## src/rtl/dmx_pkg.sv

```systemverilog
package dmx_pkg;
  localparam int DW = 64;

  // Register field keep masks
  localparam logic [DW-1:0] BASE_KEEP      = 64'h0000_0000_fff0_0003;
  localparam logic [DW-1:0] LAST_BASE_KEEP = 64'h0000_0080_fff0_0001;
  localparam logic [DW-1:0] SG_BIT         = 64'h2;
  localparam int            DAC_POS        = 39;
  localparam logic [DW-1:0] MASK_KEEP      = 64'h0000_0000_fff0_0000;
  localparam logic [DW-1:0] TBA_KEEP       = 64'h0000_0007_ffff_fc00;
  localparam int            HOLE_POS       = 5;
  localparam int            PASS_POS       = 6;

  // Translation constants
  localparam logic [DW-1:0] GRAIN          = 64'h0000_0000_000f_ffff;
  localparam logic [DW-1:0] SG_IDX_KEEP    = 64'h0000_0000_000f_e000;
  localparam int            ENTRY_SHIFT    = 10;
  localparam logic [DW-1:0] FRAME_KEEP     = 64'h0000_0000_003f_fffe;
  localparam int            FRAME_SHIFT    = 12;
  localparam logic [DW-1:0] PAGE_OFS       = 64'h0000_0000_0000_1fff;
  localparam logic [DW-1:0] PASS_OFS       = 64'h0000_0007_ffff_ffff;
  localparam logic [DW-1:0] WIDE_TBA_KEEP  = 64'h0000_0007_ffc0_0000;
  localparam logic [DW-1:0] WIDE_IDX_KEEP  = 64'h0000_0000_ffff_e000;
  localparam logic [DW-1:0] HOLE_LO        = 64'h0000_0000_0008_0000;
  localparam logic [DW-1:0] HOLE_HI        = 64'h0000_0000_000f_ffff;

  // Configuration groups
  localparam logic [1:0] GRP_BASE = 2'd0;
  localparam logic [1:0] GRP_MASK = 2'd1;
  localparam logic [1:0] GRP_TBA  = 2'd2;
  localparam logic [1:0] GRP_CTL  = 2'd3;

  typedef enum logic [1:0] {XK_MISS, XK_DIRECT, XK_FETCH} xkind_e;
  typedef enum logic [2:0] {ST_IDLE, ST_DEC, ST_FETCH, ST_WAIT, ST_RESP} xstate_e;
endpackage

```

## src/rtl/dmx_regs.sv

```systemverilog
module dmx_regs
  import dmx_pkg::*;
#(
  parameter int NWIN = 4,
  localparam int IW = $clog2(NWIN),
  localparam int SW = IW + 2
) (
  input  logic                     clk,
  input  logic                     rst_n,
  input  logic                     cfg_we,
  input  logic [SW-1:0]            cfg_sel,
  input  logic [DW-1:0]            cfg_wdata,
  output logic [NWIN-1:0][DW-1:0]  win_base,
  output logic [NWIN-1:0][DW-1:0]  win_mask,
  output logic [NWIN-1:0][DW-1:0]  win_tba,
  output logic                     hole_en,
  output logic                     pass_en
);
  logic [1:0]    grp;
  logic [IW-1:0] idx;

  assign grp = cfg_sel[SW-1 -: 2];
  assign idx = cfg_sel[IW-1:0];

  for (genvar i = 0; i < NWIN; i++) begin : g_win
    localparam logic [DW-1:0] RST_BASE = (i == NWIN - 1) ? SG_BIT : '0;
    logic hit_sel;
    assign hit_sel = cfg_we && (idx == IW'(i));

    always_ff @(posedge clk) begin
      if (!rst_n) begin
        win_base[i] <= RST_BASE;
        win_mask[i] <= '0;
        win_tba[i]  <= '0;
      end else if (hit_sel) begin
        if (grp == GRP_BASE) begin
          if (i == NWIN - 1) win_base[i] <= (cfg_wdata & LAST_BASE_KEEP) | SG_BIT;
          else               win_base[i] <= cfg_wdata & BASE_KEEP;
        end
        if (grp == GRP_MASK) win_mask[i] <= cfg_wdata & MASK_KEEP;
        if (grp == GRP_TBA)  win_tba[i]  <= cfg_wdata & TBA_KEEP;
      end
    end
  end

  always_ff @(posedge clk) begin
    if (!rst_n) begin
      hole_en <= 1'b0;
      pass_en <= 1'b0;
    end else if (cfg_we && grp == GRP_CTL && idx == '0) begin
      hole_en <= cfg_wdata[HOLE_POS];
      pass_en <= cfg_wdata[PASS_POS];
    end
  end

  // the last window keeps table mode and drops bits above 39 after any base write
  assert_last_sg_R2: assert property (@(posedge clk) disable iff (!rst_n)
    (cfg_we && grp == GRP_BASE && idx == IW'(NWIN - 1))
      |=> (win_base[NWIN-1][1] && win_base[NWIN-1][DW-1:DAC_POS+1] == '0));

  // the lower windows never hold bits outside their keep mask after a write
  assert_base_keep_R2: assert property (@(posedge clk) disable iff (!rst_n)
    (cfg_we && grp == GRP_BASE && idx == '0)
      |=> ((win_base[0] & ~BASE_KEEP) == '0));
endmodule

```

## src/rtl/dmx_window.sv

```systemverilog
module dmx_window
  import dmx_pkg::*;
(
  input  logic [DW-1:0] addr,
  input  logic [DW-1:0] base,
  input  logic [DW-1:0] mask,
  input  logic [DW-1:0] tba,
  output logic          hit,
  output logic          sg,
  output logic [DW-1:0] map_base,
  output logic [DW-1:0] map_mask,
  output logic [DW-1:0] entry_addr
);
  logic [DW-1:0] ext;

  assign ext        = mask | GRAIN;
  assign hit        = base[0] && ((addr & ~ext) == (base & MASK_KEEP));
  assign sg         = base[1];
  assign map_base   = tba & ~ext;
  assign map_mask   = ext;
  assign entry_addr = (tba & ~(mask >> ENTRY_SHIFT))
                    | ((addr & (mask | SG_IDX_KEEP)) >> ENTRY_SHIFT);
endmodule

```

## src/rtl/dmx_decode.sv

```systemverilog
module dmx_decode
  import dmx_pkg::*;
#(
  parameter int NWIN = 4,
  localparam int IW = $clog2(NWIN)
) (
  input  logic [DW-1:0]            addr,
  input  logic [NWIN-1:0][DW-1:0]  win_base,
  input  logic [NWIN-1:0][DW-1:0]  win_mask,
  input  logic [NWIN-1:0][DW-1:0]  win_tba,
  input  logic                     hole_en,
  input  logic                     pass_en,
  output xkind_e                   kind,
  output logic [DW-1:0]            res_base,
  output logic [DW-1:0]            res_mask,
  output logic [DW-1:0]            entry_addr
);
  localparam int LAST = NWIN - 1;

  logic [NWIN-1:0]          hit, sg, elig;
  logic [NWIN-1:0][DW-1:0]  mbase, mmask, eaddr;
  logic [IW-1:0]            pick;
  logic                     any, narrow, in_hole, in_pass, in_wide, wide_on;

  for (genvar i = 0; i < NWIN; i++) begin : g_w
    dmx_window u_win (
      .addr       (addr),
      .base       (win_base[i]),
      .mask       (win_mask[i]),
      .tba        (win_tba[i]),
      .hit        (hit[i]),
      .sg         (sg[i]),
      .map_base   (mbase[i]),
      .map_mask   (mmask[i]),
      .entry_addr (eaddr[i])
    );
    if (i == LAST) begin : g_last
      assign elig[i] = hit[i] && !win_base[i][DAC_POS];
    end else begin : g_low
      assign elig[i] = hit[i];
    end
  end

  assign narrow  = (addr[DW-1:32] == '0);
  assign in_hole = (addr >= HOLE_LO) && (addr <= HOLE_HI);
  assign in_pass = (addr[DW-1:41] == '0) && addr[40];
  assign in_wide = (addr[DW-1:44] == '0) && addr[43];
  assign wide_on = win_base[LAST][0] && win_base[LAST][DAC_POS];
  assign any     = |elig;

  always_comb begin
    pick = '0;
    for (int i = NWIN - 1; i >= 0; i--) begin
      if (elig[i]) pick = IW'(i);
    end
  end

  always_comb begin
    kind       = XK_MISS;
    res_base   = '0;
    res_mask   = '0;
    entry_addr = '0;
    if (narrow) begin
      if (!(hole_en && in_hole) && any) begin
        if (sg[pick]) begin
          kind       = XK_FETCH;
          entry_addr = eaddr[pick];
        end else begin
          kind     = XK_DIRECT;
          res_base = mbase[pick];
          res_mask = mmask[pick];
        end
      end
    end else if (in_pass) begin
      if (pass_en) begin
        kind     = XK_DIRECT;
        res_mask = PASS_OFS;
      end
    end else if (in_wide && wide_on) begin
      kind       = XK_FETCH;
      entry_addr = (win_tba[LAST] & WIDE_TBA_KEEP)
                 | ((addr & WIDE_IDX_KEEP) >> ENTRY_SHIFT);
    end
  end
endmodule

```

## src/rtl/pci_dma_xlate.sv

```systemverilog
module pci_dma_xlate
  import dmx_pkg::*;
#(
  parameter int NWIN = 4,
  localparam int IW = $clog2(NWIN),
  localparam int SW = IW + 2
) (
  input  logic          clk,
  input  logic          rst_n,
  input  logic          cfg_we,
  input  logic [SW-1:0] cfg_sel,
  input  logic [DW-1:0] cfg_wdata,
  input  logic          req_valid,
  output logic          req_ready,
  input  logic [DW-1:0] req_addr,
  output logic          rsp_valid,
  input  logic          rsp_ready,
  output logic          rsp_hit,
  output logic [DW-1:0] rsp_addr,
  output logic [DW-1:0] rsp_mask,
  output logic          mrd_valid,
  input  logic          mrd_ready,
  output logic [DW-1:0] mrd_addr,
  input  logic          mrd_rvalid,
  output logic          mrd_rready,
  input  logic [DW-1:0] mrd_rdata
);
  logic [NWIN-1:0][DW-1:0] win_base, win_mask, win_tba;
  logic                    hole_en, pass_en;
  xkind_e                  dec_kind;
  logic [DW-1:0]           dec_base, dec_mask, dec_entry;
  xstate_e                 state_q;
  logic [DW-1:0]           addr_q, mrd_addr_q;
  logic                    hit_q;
  logic [DW-1:0]           raddr_q, rmask_q;

  dmx_regs #(.NWIN(NWIN)) u_regs (
    .clk       (clk),
    .rst_n     (rst_n),
    .cfg_we    (cfg_we),
    .cfg_sel   (cfg_sel),
    .cfg_wdata (cfg_wdata),
    .win_base  (win_base),
    .win_mask  (win_mask),
    .win_tba   (win_tba),
    .hole_en   (hole_en),
    .pass_en   (pass_en)
  );

  dmx_decode #(.NWIN(NWIN)) u_dec (
    .addr       (addr_q),
    .win_base   (win_base),
    .win_mask   (win_mask),
    .win_tba    (win_tba),
    .hole_en    (hole_en),
    .pass_en    (pass_en),
    .kind       (dec_kind),
    .res_base   (dec_base),
    .res_mask   (dec_mask),
    .entry_addr (dec_entry)
  );

  always_ff @(posedge clk) begin
    if (!rst_n) begin
      state_q    <= ST_IDLE;
      addr_q     <= '0;
      mrd_addr_q <= '0;
      hit_q      <= 1'b0;
      raddr_q    <= '0;
      rmask_q    <= '0;
    end else begin
      case (state_q)
        ST_IDLE: if (req_valid) begin
          addr_q  <= req_addr;
          state_q <= ST_DEC;
        end
        ST_DEC: begin
          case (dec_kind)
            XK_FETCH: begin
              mrd_addr_q <= dec_entry;
              state_q    <= ST_FETCH;
            end
            XK_DIRECT: begin
              hit_q   <= 1'b1;
              raddr_q <= dec_base;
              rmask_q <= dec_mask;
              state_q <= ST_RESP;
            end
            default: begin
              hit_q   <= 1'b0;
              raddr_q <= '0;
              rmask_q <= '0;
              state_q <= ST_RESP;
            end
          endcase
        end
        ST_FETCH: if (mrd_ready) state_q <= ST_WAIT;
        ST_WAIT: if (mrd_rvalid) begin
          if (mrd_rdata[0]) begin
            hit_q   <= 1'b1;
            raddr_q <= (mrd_rdata & FRAME_KEEP) << FRAME_SHIFT;
            rmask_q <= PAGE_OFS;
          end else begin
            hit_q   <= 1'b0;
            raddr_q <= '0;
            rmask_q <= '0;
          end
          state_q <= ST_RESP;
        end
        ST_RESP: if (rsp_ready) state_q <= ST_IDLE;
        default: state_q <= ST_IDLE;
      endcase
    end
  end

  assign req_ready  = (state_q == ST_IDLE);
  assign mrd_valid  = (state_q == ST_FETCH);
  assign mrd_rready = (state_q == ST_WAIT);
  assign mrd_addr   = mrd_addr_q;
  assign rsp_valid  = (state_q == ST_RESP);
  assign rsp_hit    = hit_q;
  assign rsp_addr   = raddr_q;
  assign rsp_mask   = rmask_q;

  assert_idle_quiet_R12: assert property (@(posedge clk) disable iff (!rst_n)
    req_ready |-> (!rsp_valid && !mrd_valid && !mrd_rready));

  assert_rsp_hold_R12: assert property (@(posedge clk) disable iff (!rst_n)
    (rsp_valid && !rsp_ready) |=> (rsp_valid && $stable(rsp_hit)
                                   && $stable(rsp_addr) && $stable(rsp_mask)));

  assert_mrd_hold_R12: assert property (@(posedge clk) disable iff (!rst_n)
    (mrd_valid && !mrd_ready) |=> (mrd_valid && $stable(mrd_addr)));

  assert_single_read_R12: assert property (@(posedge clk) disable iff (!rst_n)
    (mrd_valid && mrd_ready) |=> (!mrd_valid && mrd_rready));

  assert_entry_align_R6: assert property (@(posedge clk) disable iff (!rst_n)
    mrd_valid |-> (mrd_addr[2:0] == 3'b000));

  assert_miss_zero_R11: assert property (@(posedge clk) disable iff (!rst_n)
    (rsp_valid && !rsp_hit) |-> (rsp_addr == '0 && rsp_mask == '0));

  assert_page_frame_R7: assert property (@(posedge clk) disable iff (!rst_n)
    (rsp_valid && rsp_hit && rsp_mask == PAGE_OFS) |-> (rsp_addr[12:0] == '0));

  assert_latency_R13: assert property (@(posedge clk) disable iff (!rst_n)
    (req_valid && req_ready) |=> (!rsp_valid && !mrd_valid) ##1 (rsp_valid || mrd_valid));
endmodule

```

## config.mk

```make
export PLATFORM = sky130hd
export DESIGN_NAME = pci_dma_xlate
export DESIGN_NICKNAME = d
export VERILOG_FILES = /design/src/rtl/dmx_pkg.sv /design/src/rtl/dmx_regs.sv /design/src/rtl/dmx_window.sv /design/src/rtl/dmx_decode.sv /design/src/rtl/pci_dma_xlate.sv
export SDC_FILE = /design/constraint.sdc
export NUM_CORES = 1
export LEC_CHECK = 0
export ABC_AREA = 0
export BUFFER_PORTS_ARGS = -buffer_cell sky130_fd_sc_hd__buf_4
export CORE_ASPECT_RATIO = 1.75
export CORE_MARGIN = 1.5
export CORE_UTILIZATION = 45
export DETAILED_ROUTE_END_ITERATION = 16
export PLACE_DENSITY = 0.78
export SETUP_SLACK_MARGIN = 0.5
export SYNTH_ARGS = -nofsm -noshare
export SYNTH_HDL_FRONTEND = slang
export SYNTH_SLANG_ARGS = --single-unit
```

## constraint.sdc

```tcl
create_clock -name clk -period 2.9 [get_ports clk]
set_input_delay 0.58 -clock clk [delete_from_list [all_inputs] [get_ports clk]]
set_output_delay 0.58 -clock clk [all_outputs]
set_load 0.03 [all_outputs]
```

# Word-level counts from Yosys, hierarchy flattened
# Index checks and enable logic that the tools add are counted.
word_totals:
  ff_bits: 466
  elab_cells: 166
op_classes:
  muxes: 49
  n_bitwise: 29
  reduce_logical: 44
  n_lt_le_gt_ge: 3
  n_eq_ne: 21
ops:
  columns: ["op", "count"]
  rows:
  - ["2-to-1 mux 64 bit", 17]
  - ["AND 35 x 64 -> 64 bit", 8]
  - ["one-hot mux 64 bit (2 select lines)", 4]
  - ["binary-select mux 64 bit (select 2 bit)", 3]
  - ["AND 64 x 32 -> 64 bit", 4]
  - ["AND 64 bit", 4]
  - ["equality test 64 x 32 -> 1 bit", 4]
  - ["inverter 22 -> 64 bit", 4]
  - ["inverter 32 -> 64 bit", 4]
  - ["bitwise OR 64 x 54 -> 64 bit", 4]
  - [">= comparator 64 x 20 -> 1 bit (second input constant)", 1]
  - ["<= comparator 64 x 20 -> 1 bit (second input constant)", 1]
  - ["2-to-1 mux 35 bit", 1]
  - ["bitwise OR 35 x 22 -> 35 bit", 1]
  - ["2-to-1 mux 34 bit", 1]
  - ["logical NOT 32 bit", 1]
  - ["AND reduction 2 bit", 14]
  - ["logical NOT 23 bit", 1]
  - ["logical NOT 20 bit", 1]
  - ["logical AND 1 bit", 18]
  - ["2-to-1 mux 2 bit", 9]
  - ["2-to-1 mux 3 bit", 5]
  - ["one-hot mux 3 bit (5 select lines)", 1]
  - ["2-to-1 mux 13 bit", 1]
  - ["other kinds (18)", 34]

# Depth between registers and ports, before layout
# Gate-level depths: netlist (run 1).
logic_depth:
  ltp_word: 17
  depth_mapped: 12

# Modules after synthesis
# A second synthesis (run 1) with hierarchy kept.
hier_totals:
  hier_cells: 4114
  hier_area_um2: 35937.0
modules_own_cells:
  columns: ["module", "seq_area_each_um2", "area_per_inst_um2", "cells_per_inst", "n_inst"]
  rows:
  - ["dmx_regs", 4124.0, 11757.5, 1292, 1]
  - ["pci_dma_xlate", 5205.0, 9313.9, 972, 1]
  - ["dmx_window", 0.0, 2082.0, 282, 4]
  - ["dmx_decode", 0.0, 6537.5, 722, 1]

# Worst setup path after synthesis (run 1)
# OpenSTA, ideal clock, no wires.
synth_path:
  path_kind: "register to register"
  start: "register addr_q[55]"
  end: "register mrd_addr_q[22] (netlist: mrd_addr[22])"
  arrival_ns: 2.828
  path_stages_with_launch: 13
  slack_ns: -0.050
  period_less_slack_ns: 2.950
  path_buffers: 3
  t_required_ns: 2.778
  cell_sequence: "dfxtp_1 -> nor4_1 -> nand3_1 -> nor4_2 -> and2_1 -> nand2b_1 -> nor2_1 -> buf_2 -> buf_6 -> buf_2 -> mux4_2 -> a221oi_1 -> nor2_1"
synth_via:
  elab_chain_len: 15
synth_rtl:
  columns: ["item", "line_no", "text"]
  rows:
  - ["start, declared", "pci_dma_xlate.sv:33", "logic [DW-1:0] addr_q, mrd_addr_q;"]
  - ["start signal, assigned", "pci_dma_xlate.sv:74", "addr_q <= req_addr;"]
  - ["AND 64 bit", "dmx_window.sv:17", "assign hit = base[0] && ((addr & ~ext) == (base & MASK_KEEP));"]
  - ["equality test 64 x 32 -> 1 bit", "dmx_window.sv:17", null]
  - ["logical AND 1 bit", "dmx_window.sv:17", null]
  - ["logical AND 1 bit", "dmx_decode.sv:38", "assign elig[i] = hit[i] && !win_base[i][DAC_POS];"]
  - ["2-to-1 mux 2 bit (4 in series)", "dmx_decode.sv:54", "if (elig[i]) pick = IW'(i);"]
  - ["binary-select mux 1 bit (select 2 bit)", "dmx_decode.sv:65", "if (sg[pick]) begin"]
  - ["2-to-1 mux 1 bit (implied by the code)", "dmx_decode.sv:65", null]
  - ["2-to-1 mux 2 bit", "dmx_decode.sv:65", null]
  - ["2-to-1 mux 2 bit", "dmx_decode.sv:64", "if (!(hole_en && in_hole) && any) begin"]
  - ["2-to-1 mux 2 bit", "dmx_decode.sv:63", "if (narrow) begin"]
  - ["equality test 2 bit", "pci_dma_xlate.sv:78", "case (dec_kind)"]
  - ["AND reduction 2 bit (no line)", null, null]
  - ["end signal, assigned", "pci_dma_xlate.sv:80", "mrd_addr_q <= dec_entry;"]
  - ["end, declared", "pci_dma_xlate.sv:33", null]
# Parallel ways exist; a longest one is shown, timed or not. The select of a mux whose other input is x is not followed.
# A chain may end at the register's enable or synchronous reset.

# Worst setup path in the final report (run 1)
layout_path:
  start: "register addr_q[20]"
  end: "register rmask_q[29] (netlist: rsp_mask[29])"
layout_via:
  elab_chain_len: 16
layout_rtl:
  columns: ["item", "line_no", "text"]
  rows:
  - ["AND 64 bit", "dmx_window.sv:17", null]
  - ["equality test 64 x 32 -> 1 bit", "dmx_window.sv:17", null]
  - ["logical AND 1 bit", "dmx_window.sv:17", null]
  - ["logical AND 1 bit", "dmx_decode.sv:38", null]
  - ["2-to-1 mux 2 bit (4 in series)", "dmx_decode.sv:54", null]
  - ["binary-select mux 1 bit (select 2 bit)", "dmx_decode.sv:65", null]
  - ["2-to-1 mux 1 bit (implied by the code)", "dmx_decode.sv:65", null]
  - ["2-to-1 mux 2 bit", "dmx_decode.sv:65", null]
  - ["2-to-1 mux 2 bit", "dmx_decode.sv:64", null]
  - ["2-to-1 mux 2 bit", "dmx_decode.sv:63", null]
  - ["equality test 2 x 1 -> 1 bit / equality test 2 bit (equally long branches)", "pci_dma_xlate.sv:78", null]
  - ["one-hot mux 64 bit (2 select lines) / inequality test 2 bit (equally long branches)", null, null]
  - ["one-hot mux 64 bit (2 select lines) / AND reduction 3 bit (equally long branches)", null, null]
  - ["end signal, assigned", "pci_dma_xlate.sv:86", "rmask_q <= dec_mask;"]
  - ["end, declared", "pci_dma_xlate.sv:35", "logic [DW-1:0] raddr_q, rmask_q;"]
# Parallel ways exist; a longest one is shown, timed or not. The select of a mux whose other input is x is not followed.

==> results of run 1 <==
## path summary, 6_finish.rpt
kind / end / slack, ns / cells after the start / from
max: rsp_mask[29]$_SDFFE_PN0P_ / -0.58 / 16 / addr_q[20]$_SDFFE_PN0P_
min: u_regs.hole_en$_SDFFE_PN0P_ / 0.24 / 3 / cfg_wdata[5]
max reg2reg: rsp_mask[29]$_SDFFE_PN0P_ / -0.58 / 16 / addr_q[20]$_SDFFE_PN0P_
min reg2reg: addr_q[53]$_SDFFE_PN0P_ / 0.46 / 2 / addr_q[53]$_SDFFE_PN0P_
## repair_timing
action	CTS	global route
setup endpoints to repair	72	73
gates cloned	8	2
pin swaps	33	23
resized for setup	116	116
setup buffers	15	3
hold endpoints to repair	0	0
## final cells by class
| type | instances | area [um2] | share of cell area |
|---|---|---|---|
| Multi-Input combinational cell | 1546 | 9290 | 0.436 |
| Sequential cell | 330 | 6630 | 0.311 |
| Timing Repair Buffer | 432 | 3710 | 0.174 |
| Clock buffer | 38 | 812 | 0.0381 |
| Tap cell | 470 | 588 | 0.0276 |
| Clock inverter | 12 | 154 | 0.00722 |
| Inverter | 32 | 125 | 0.00587 |
| Antenna cell | 1 | 2.50 | 0.000117 |
## registers in the layout (all words and copies together) (netlist names)
name,flops
rsp_addr,22
u_regs.win_mask,48
u_regs.pass_en,1
addr_q,51
mrd_addr,32
u_regs.win_tba,100
state_q,3
rsp_mask,15
rsp_hit,1
u_regs.hole_en,1
u_regs.win_base,56
## through the flow
step / util / hold slack (ns)
floorplan: - / 0.433
global placement: 0.531 / 0.441
detailed placement: 0.531 / 0.448
CTS: 0.581 / 0.230
global route: 0.595 / 0.244
finish: 0.595 / 0.244
## tightest hold or removal path, stage by stage
cell and delay (ns):
buf_4 0.08, mux2i_1 0.06, nor2_1 0.07
## cells by family (layout without fill, tap and decap cells)
logic type | after synthesis | count (layout) | synth area share
and+or+nand+nor | 850 | 850 | 0.232
AOI/OAI and AO/OA | 437 | 438 | 0.160
DFF | 330 | 330 | 0.405
buffers and inverters | 305 | 514 | 0.101
muxes | 107 | 107 | 0.0755
xor gates and xnor gates | 48 | 48 | 0.0258
other | 1 | 104 | 0.000230
## cells in the mapped netlist, drive strengths merged, types with 16 or more instances
cell and instances:
nor2 140, mux2i 70, mux2 27, a311oi 25, nand3 17, nor2b 50
o21a 16, nor3 30, nand4 25, inv 31, buf 152, xnor2 48
nor3b 29, o21ai 69, nand2b 18, clkbuf 121, dfxtp 330, a221oi 22
nand2 489, a21oi 251
## power by group through the flow
stage          Clock [W]  Sequential (W)  Combinational, W
2_1_floorplan          0         0.00482          0.000777
5_1_grt          0.00423         0.00472           0.00138
6_report         0.00404         0.00472           0.00130
3_3_place_gp           0         0.00481           0.00117
4_1_cts          0.00406         0.00471           0.00124
3_5_place_dp           0         0.00481           0.00119
## per-layer routing
layer | vias up | global-route usage | wire, um
met5 | - | 0 | 0
met4 | 0 | 0.320 | 7190
met3 | 293 | 0.0513 | 4800
met2 | 951 | 0.558 | 31100
met1 | 7765 | 0.335 | 20700
li1 | 7398 | - | -
==> key figures, run 1 <==
Global routing
  – Largest net degree at the start of global routing: between 100 and 150
  – Initial antenna violation count: 1
  – Grt ovf: 0
  – First-pass GRT wire length: 92.0 mm
  – Gr usage total: 0.326
  – Vias in the first global route: 15547

Synth
  – Synth top area cells: dfxtp_1 (41%), nand2_1 (11%), a21oi_1 (7.7%)
  – Synthesized area: 0.0163 mm2
  – EDFF count, synth: 0
  – Synth Flop Type: dfxtp_1
  – Mean Syn Cell Area: 7.84 um2
  – Post-synthesis cell count: ~2100
  – Register area share after synthesis: 0.405
  – Cell taking the most area after synthesis: dfxtp_1
  – Area share of the largest cell type after synthesis: 0.405
  – Async set-or-reset flop fraction in the synthesized netlist: 0
  – Synth cell types: 63
  – Yosys synthesis warning count: 0
  – #FFs+latches synth: 330

Routing
  – Wire per inst: between 20 and 25 um
  – Via Count: 16407
  – Total Wirelength: about 64 mm
  – DRC: 0
  – First drt pass iteration count: 7
  – ANT nets after route: 0
  – Vias per inst: 5.73
  – First DRT Iteration DRCs: between 1500 and 2000

Clock network
  – Hold buffers post-CTS: 0
  – Clk sinks: 330
  – Clk_lat worst skew: 0.58 ns
  – CTS tree: done
  – Reg clk slew, reported paths: roughly 0.070 ns
  – Clock tree buffer depth: 3
  – Number of buffers created by CTS: 30
  – Htree depth: 1
  – CTS root buf: clkbuf_16

STA
  – Fin. Hold Viols: 0
  – Clk_skew: 0.0192 ns
  – RSZ-0062 raised after global routing: yes
  – Fin crit period: approximately 3.5 ns
  – Setup TNS: -26.08 ns
  – Slew Limit Fails: 0
  – PnR worst setup slack: -0.580 ns
  – Final period util: 1.20
  – Final-report setup violation count: 72
  – Slew headroom: 0.475
  – Max Freq: 0.287 GHz
  – Slew @ Worst Pin: 0.785 ns

Power and ir drop
  – Pint: 0.00734 W
  – Clock share of power: 0.401
  – P_sw: between 0.002 and 0.003 W
  – LEAKAGE: 8.14 nW
  – Overall power: 0.0101 W
  – Reg power frac: 0.469
  – Combinational share of power: 0.130
  – Sw Ratio: 0.271
  – Max VDD drop: 465 uV
  – PD cells: 472 mW/mm2

Final layout
  – Design area: ~0.021 mm2
  – Layout filler cell count: just over 3000
  – Most common cell after layout, fill and taps aside: nand2_1
  – Area grow syn2layout: 30.8%
  – Layout cells sized above 1: 0.284
  – Most frequent cells in the layout: nand2_1 (481), buf_4 (383), dfxtp_1 (319), a21oi_1 (239), nor2_1 (135)
  – Nets@finish: around 2600
  – Fin cells: 2861

Floorplanning
  – Initial Util: 0.455
  – Chip Width: 147 um
  – # rows: 92
  – Die area: around 0.037 mm2
  – Chip height: 255 um
  – Core area: approximately 0.036 mm2
  – Top Ports: 400

Critical path
  – Top Family by Delay on Critical Path: buffers and inverters
  – CP cell instances: nor2b_4, xnor2_2, buf_4, nand4_1, buf_6, nor4_4, buf_4, a21oi_4, buf_4, buf_6, o21ai_0, o21ai_0, nand2b_1, a21oi_1, buf_4, o2bb2ai_1
  – Data required time of the critical path: 3.37 ns
  – CP max stage cell: a21oi_1
  – CP Launch Type: flip-flop
  – Worst path bufs/invs: 6
  – CP arrival: 3.95 ns
  – Crit path max fanout: 23
  – Max stage delay on crit path: 0.41 ns
  – Cell mode on critical path: buf_4
  – Worst setup EP type: flip-flop
  – Crit Path Category: flip-flop to flip-flop

Run
  – Max-cap violation count: 0

Run status
  – Failing checks: negative setup slack
  – Status: finished with violations

Place
  – Post-DP HPWL: approximately 44 mm
  – Cells after DPL: about 2800
  – Setup WS pre-CTS: -0.714 ns
  – GP Congestion: ~1.0
  – Placed cell area: 0.0190 mm2
  – IO buf count: 207

Worst hold path
  – Hold Crit Class: input port to flip-flop
Note: power is estimated with default switching activity, not from simulation.
==> run 2, diff against run 1 <==
==> constraint.sdc (replaced) <==
create_clock -name clk -period 2.9 [get_ports clk]
set_input_delay 0.29 -clock clk [delete_from_list [all_inputs] [get_ports clk]]
set_output_delay 0.29 -clock clk [all_outputs]
set_load 0.03 [all_outputs]
==> run 2 against run 1 <==
  * The flow still finishes with violations (negative setup slack)
  * Clock skew up 0.0073 ns
  * First-iteration DRC count grew 18%
  * Maximum frequency is 4.4% higher
  * Worst hold slack worse by 0.23 ns
  * Non-clock buffer count grew 108
  * Utilization increased by 3.5 points
  * Combinational power is 10% higher
  * Cell area rose by 5.9%
  * Clock-buffer cell count grew 1
  * Die area stayed put
  * Setup slack improved by 0.15 ns
  * Critical endpoint is now rsp_mask[28]$_SDFFE_PN0P_
  * Largest cell class unchanged
  * Largest power group unchanged
==> key figures, run 2 (synthesis gave the netlist of run 1 again) <==
Routing
  – Met2 WL: 33.3 mm (+7.0%)
  – Wire length on met1: 21.6 mm (+4.1%)
  – First drt pass iteration count: 7 (unchanged)
  – ANT nets after route: 0 (unchanged)
  – DRC: 0 (unchanged)
  – First DRT Iteration DRCs: 1782 (+18%)
  – WL met3: 5.51 mm (+15%)
  – Vias per inst: 5.83 (+1.6%)
  – Total Wirelength: 67.9 mm (+6.4%)
  – Uppermost layer routed: met5
  – Wire per inst: 22.9 um (+2.5%)
  – Via Count: 17299 (+5.4%)

Global routing
  – Largest net degree at the start of global routing: 125 (unchanged)
  – Gr usage total: 0.352 (+0.0260)
  – First-pass GRT wire length: 99.0 mm (+7.7%)
  – Initial antenna violation count: 4 (+3)
  – Vias in the first global route: 16676 (+7.3%)
  – Grt ovf: 0 (unchanged)

Power and ir drop
  – LEAKAGE: 8.77 nW (+7.7%)
  – Pint: 0.00736 W (+0.37%)
  – P_sw: 0.00281 W (+3.1%)
  – PD cells: 451 mW/mm2 (-4.6%)
  – Overall power: 0.0102 W (+1.1%)
  – Clock share of power: 0.396 (-0.005)
  – Reg power frac: 0.464 (-0.005)
  – Max VDD drop: 552 uV (+19%)
  – Sw Ratio: 0.276 (+0.00538)
  – Combinational share of power: 0.140 (+0.010)

STA
  – Final period util: 1.15 (-0.0501)
  – Clk_skew: 0.0264 ns (+0.00728 ns)
  – Final-report setup violation count: 72 (unchanged)
  – Fin crit period: 3.33 ns (-0.145 ns)
  – RSZ-0062 raised after global routing: yes
  – Slew @ Worst Pin: 0.836 ns (+0.0509 ns)
  – Slew headroom: 0.443 (-0.0328)
  – Slew Limit Fails: 0 (unchanged)
  – PnR worst setup slack: -0.435 ns (+0.145 ns)
  – Max Freq: 0.300 GHz (+4.4%)
  – Fin. Hold Viols: 0 (unchanged)

Critical path
  – Max stage delay on crit path: 0.36 ns (-0.05 ns)
  – Crit Path Category: flip-flop to flip-flop
  – Worst setup path start: addr_q[32]$_SDFFE_PN0P_
  – Data required time of the critical path: 3.41 ns (+0.04 ns)
  – Top Family by Delay on Critical Path: buffers and inverters
  – Cell mode on critical path: buf_6
  – Worst setup EP type: flip-flop
  – CP Launch Type: flip-flop
  – CP cell instances: nor4_2, buf_4, nand3_2, buf_6, nor4_4, a22oi_2, buf_4, nand2b_4, buf_6, a311oi_4, buf_6, o21ai_4, buf_12, nor2_4, buf_6, o2bb2ai_1
  – Reg2reg end: rsp_mask[28]$_SDFFE_PN0P_
  – Critical Path Sink: rsp_mask[28]$_SDFFE_PN0P_
  – Worst r2r src: addr_q[32]$_SDFFE_PN0P_
  – Worst r2r path cells: 16 (unchanged)
  – CP arrival: 3.84 ns (-0.11 ns)
  – CP max stage cell: nor4_4
  – Reg-to-reg setup timing slack: -0.43 ns (+0.15 ns)
  – Crit path max fanout: 6 (-74%)
  – Worst path bufs/invs: 7 (+1)
  – WP depth: 16 (unchanged)

Run status
  – Failing checks: negative setup slack
  – Status: finished with violations

Final layout
  – Largest register by flop count: u_regs.win_tba
  – Number of flip-flops in the largest register: 100 (unchanged)
  – Biggest regs: u_regs.win_tba x100, u_regs.win_base x56, addr_q x51
  – Layout cells sized above 1: 0.289 (+0.00506)
  – Post-layout util: 0.631 (+0.0353)
  – Most frequent cells in the layout: nand2_1 (482), buf_4 (407), dfxtp_1 (318), a21oi_1 (241), nor2_1 (135)
  – Most common cell after layout, fill and taps aside: nand2_1
  – Area grow syn2layout: 38.5%
  – Nets@finish: 2681 (+4.1%)

Worst hold path
  – Hold Crit Class: input port to flip-flop
  – Startpoint of the worst hold path: mrd_rdata[18]
  – Hold depth: 3 (unchanged)

Clock network
  – Number of buffers created by CTS: 29 (-3.3%)
  – Clock tree buffer depth: 3 (unchanged)
  – Clk_lat worst skew: 0.59 ns (about the same)
  – Reg clk slew, reported paths: 0.07 ns (about the same)
  – Htree depth: 1 (unchanged)
  – Clk sinks: 330 (unchanged)
  – CTS root buf: clkbuf_16
  – CTS tree: done

Floorplanning
  – Chip height: 255 um (unchanged)
  – Die area: 0.0374 mm2 (unchanged)
  – # rows: 92 (unchanged)
  – Top Ports: 400 (unchanged)
  – Core area: 0.0358 mm2 (unchanged)
  – Chip Width: 147 um (unchanged)
  – Initial Util: 0.455 (unchanged)

Place
  – IO buf count: 207 (unchanged)
  – Post-DP HPWL: 44.6 mm (+0.75%)
  – GP Congestion: 1.07 (+2.5%)

Run
  – Max-cap violation count: 0 (unchanged)
## run 2: changes by cell type in the layout (fill, tap and decap cells not counted), moves of 6 or more
| cell | previous run | this run |
|---|---|---|
| nor2b_1 | 24 | 34 |
| nor3b_2 | 9 | 18 |
| dlygate4sd3_1 | 0 | 69 |
| buf_4 | 383 | 407 |
| buf_12 | 18 | 24 |
| o2bb2ai_1 | 9 | 2 |
| o21ai_0 | 38 | 46 |
| o2bb2ai_2 | 3 | 10 |
| nor2b_2 | 18 | 6 |
| buf_16 | 5 | 12 |
| o21ai_1 | 22 | 14 |
| clkbuf_8 | 1 | 7 |
| nor3b_1 | 20 | 10 |
## run 2: area by class of cell
class	count	area, um2
inverter	32	125
fill	2831	13200
clock buffer	39	833
clock inverter	11	120
multi-input combinational	1545	9360
sequential	330	6630
antenna	2	5.00
timing repair buffer	540	4920
tap	470	588
## run 2: stage by stage
stage	setup slack [ns]	std cells	cell area, um2	setup TNS [ns]	hold WS (ns)
after floorplan	0.109	2180	16800	0	0.418
after global placement	-0.484	2781	19000	-28.29	0.439
after detailed placement	-0.572	2781	19000	-32.88	0.447
after CTS	-0.284	2955	22300	-15.04	0.00134
after global routing	-0.538	2968	22600	-32.28	0.0139
final	-0.435	2969	22600	-26.23	0.0126
## run 2: worst min path at each step
stage                                       end  slack (ns)
5_1_grt                 state_q[2]$_SDFFE_PN0P_        0.01
6_report              rsp_addr[30]$_SDFFE_PN0P_        0.01
3_3_place_gp    u_regs.win_tba[98]$_SDFFE_PN0P_        0.44
3_5_place_dp   u_regs.win_tba[161]$_SDFFE_PN0P_        0.45
2_1_floorplan           addr_q[20]$_SDFFE_PN0P_        0.42
4_1_cts               rsp_addr[22]$_SDFFE_PN0P_       0.001
## run 2: power by group through the flow
| stage | Clock [W] | Sequential [W] | Combinational [W] |
|---|---|---|---|
| after floorplan | 0 | 0.00482 | 0.000777 |
| after global placement | 0 | 0.00480 | 0.00118 |
| after detailed placement | 0 | 0.00481 | 0.00119 |
| after CTS | 0.00400 | 0.00471 | 0.00135 |
| after global routing | 0.00418 | 0.00472 | 0.00149 |
| final | 0.00403 | 0.00471 | 0.00143 |
## run 2: worst min-delay path: stages
cell	delay (ns)
buf_4	0.11
nand2_1	0.07
a31oi_1	0.08
## run 2: timing repair
action                                 4_1_cts  5_1_grt
buffers inserted                            41       11
pin swaps                                   91       35
gates resized for setup                    198       47
setup endpoints to repair                   72       72
hold buffers                                69        0
endpoints found under the hold margin       96        0
cloned                                      14        1
## run 2: per-layer routing
layer	vias to the layer above	global-route usage
met2	1164	0.612
met5	-	0
met1	8142	0.358
met4	2	0.326
li1	7617	-
met3	374	0.0626
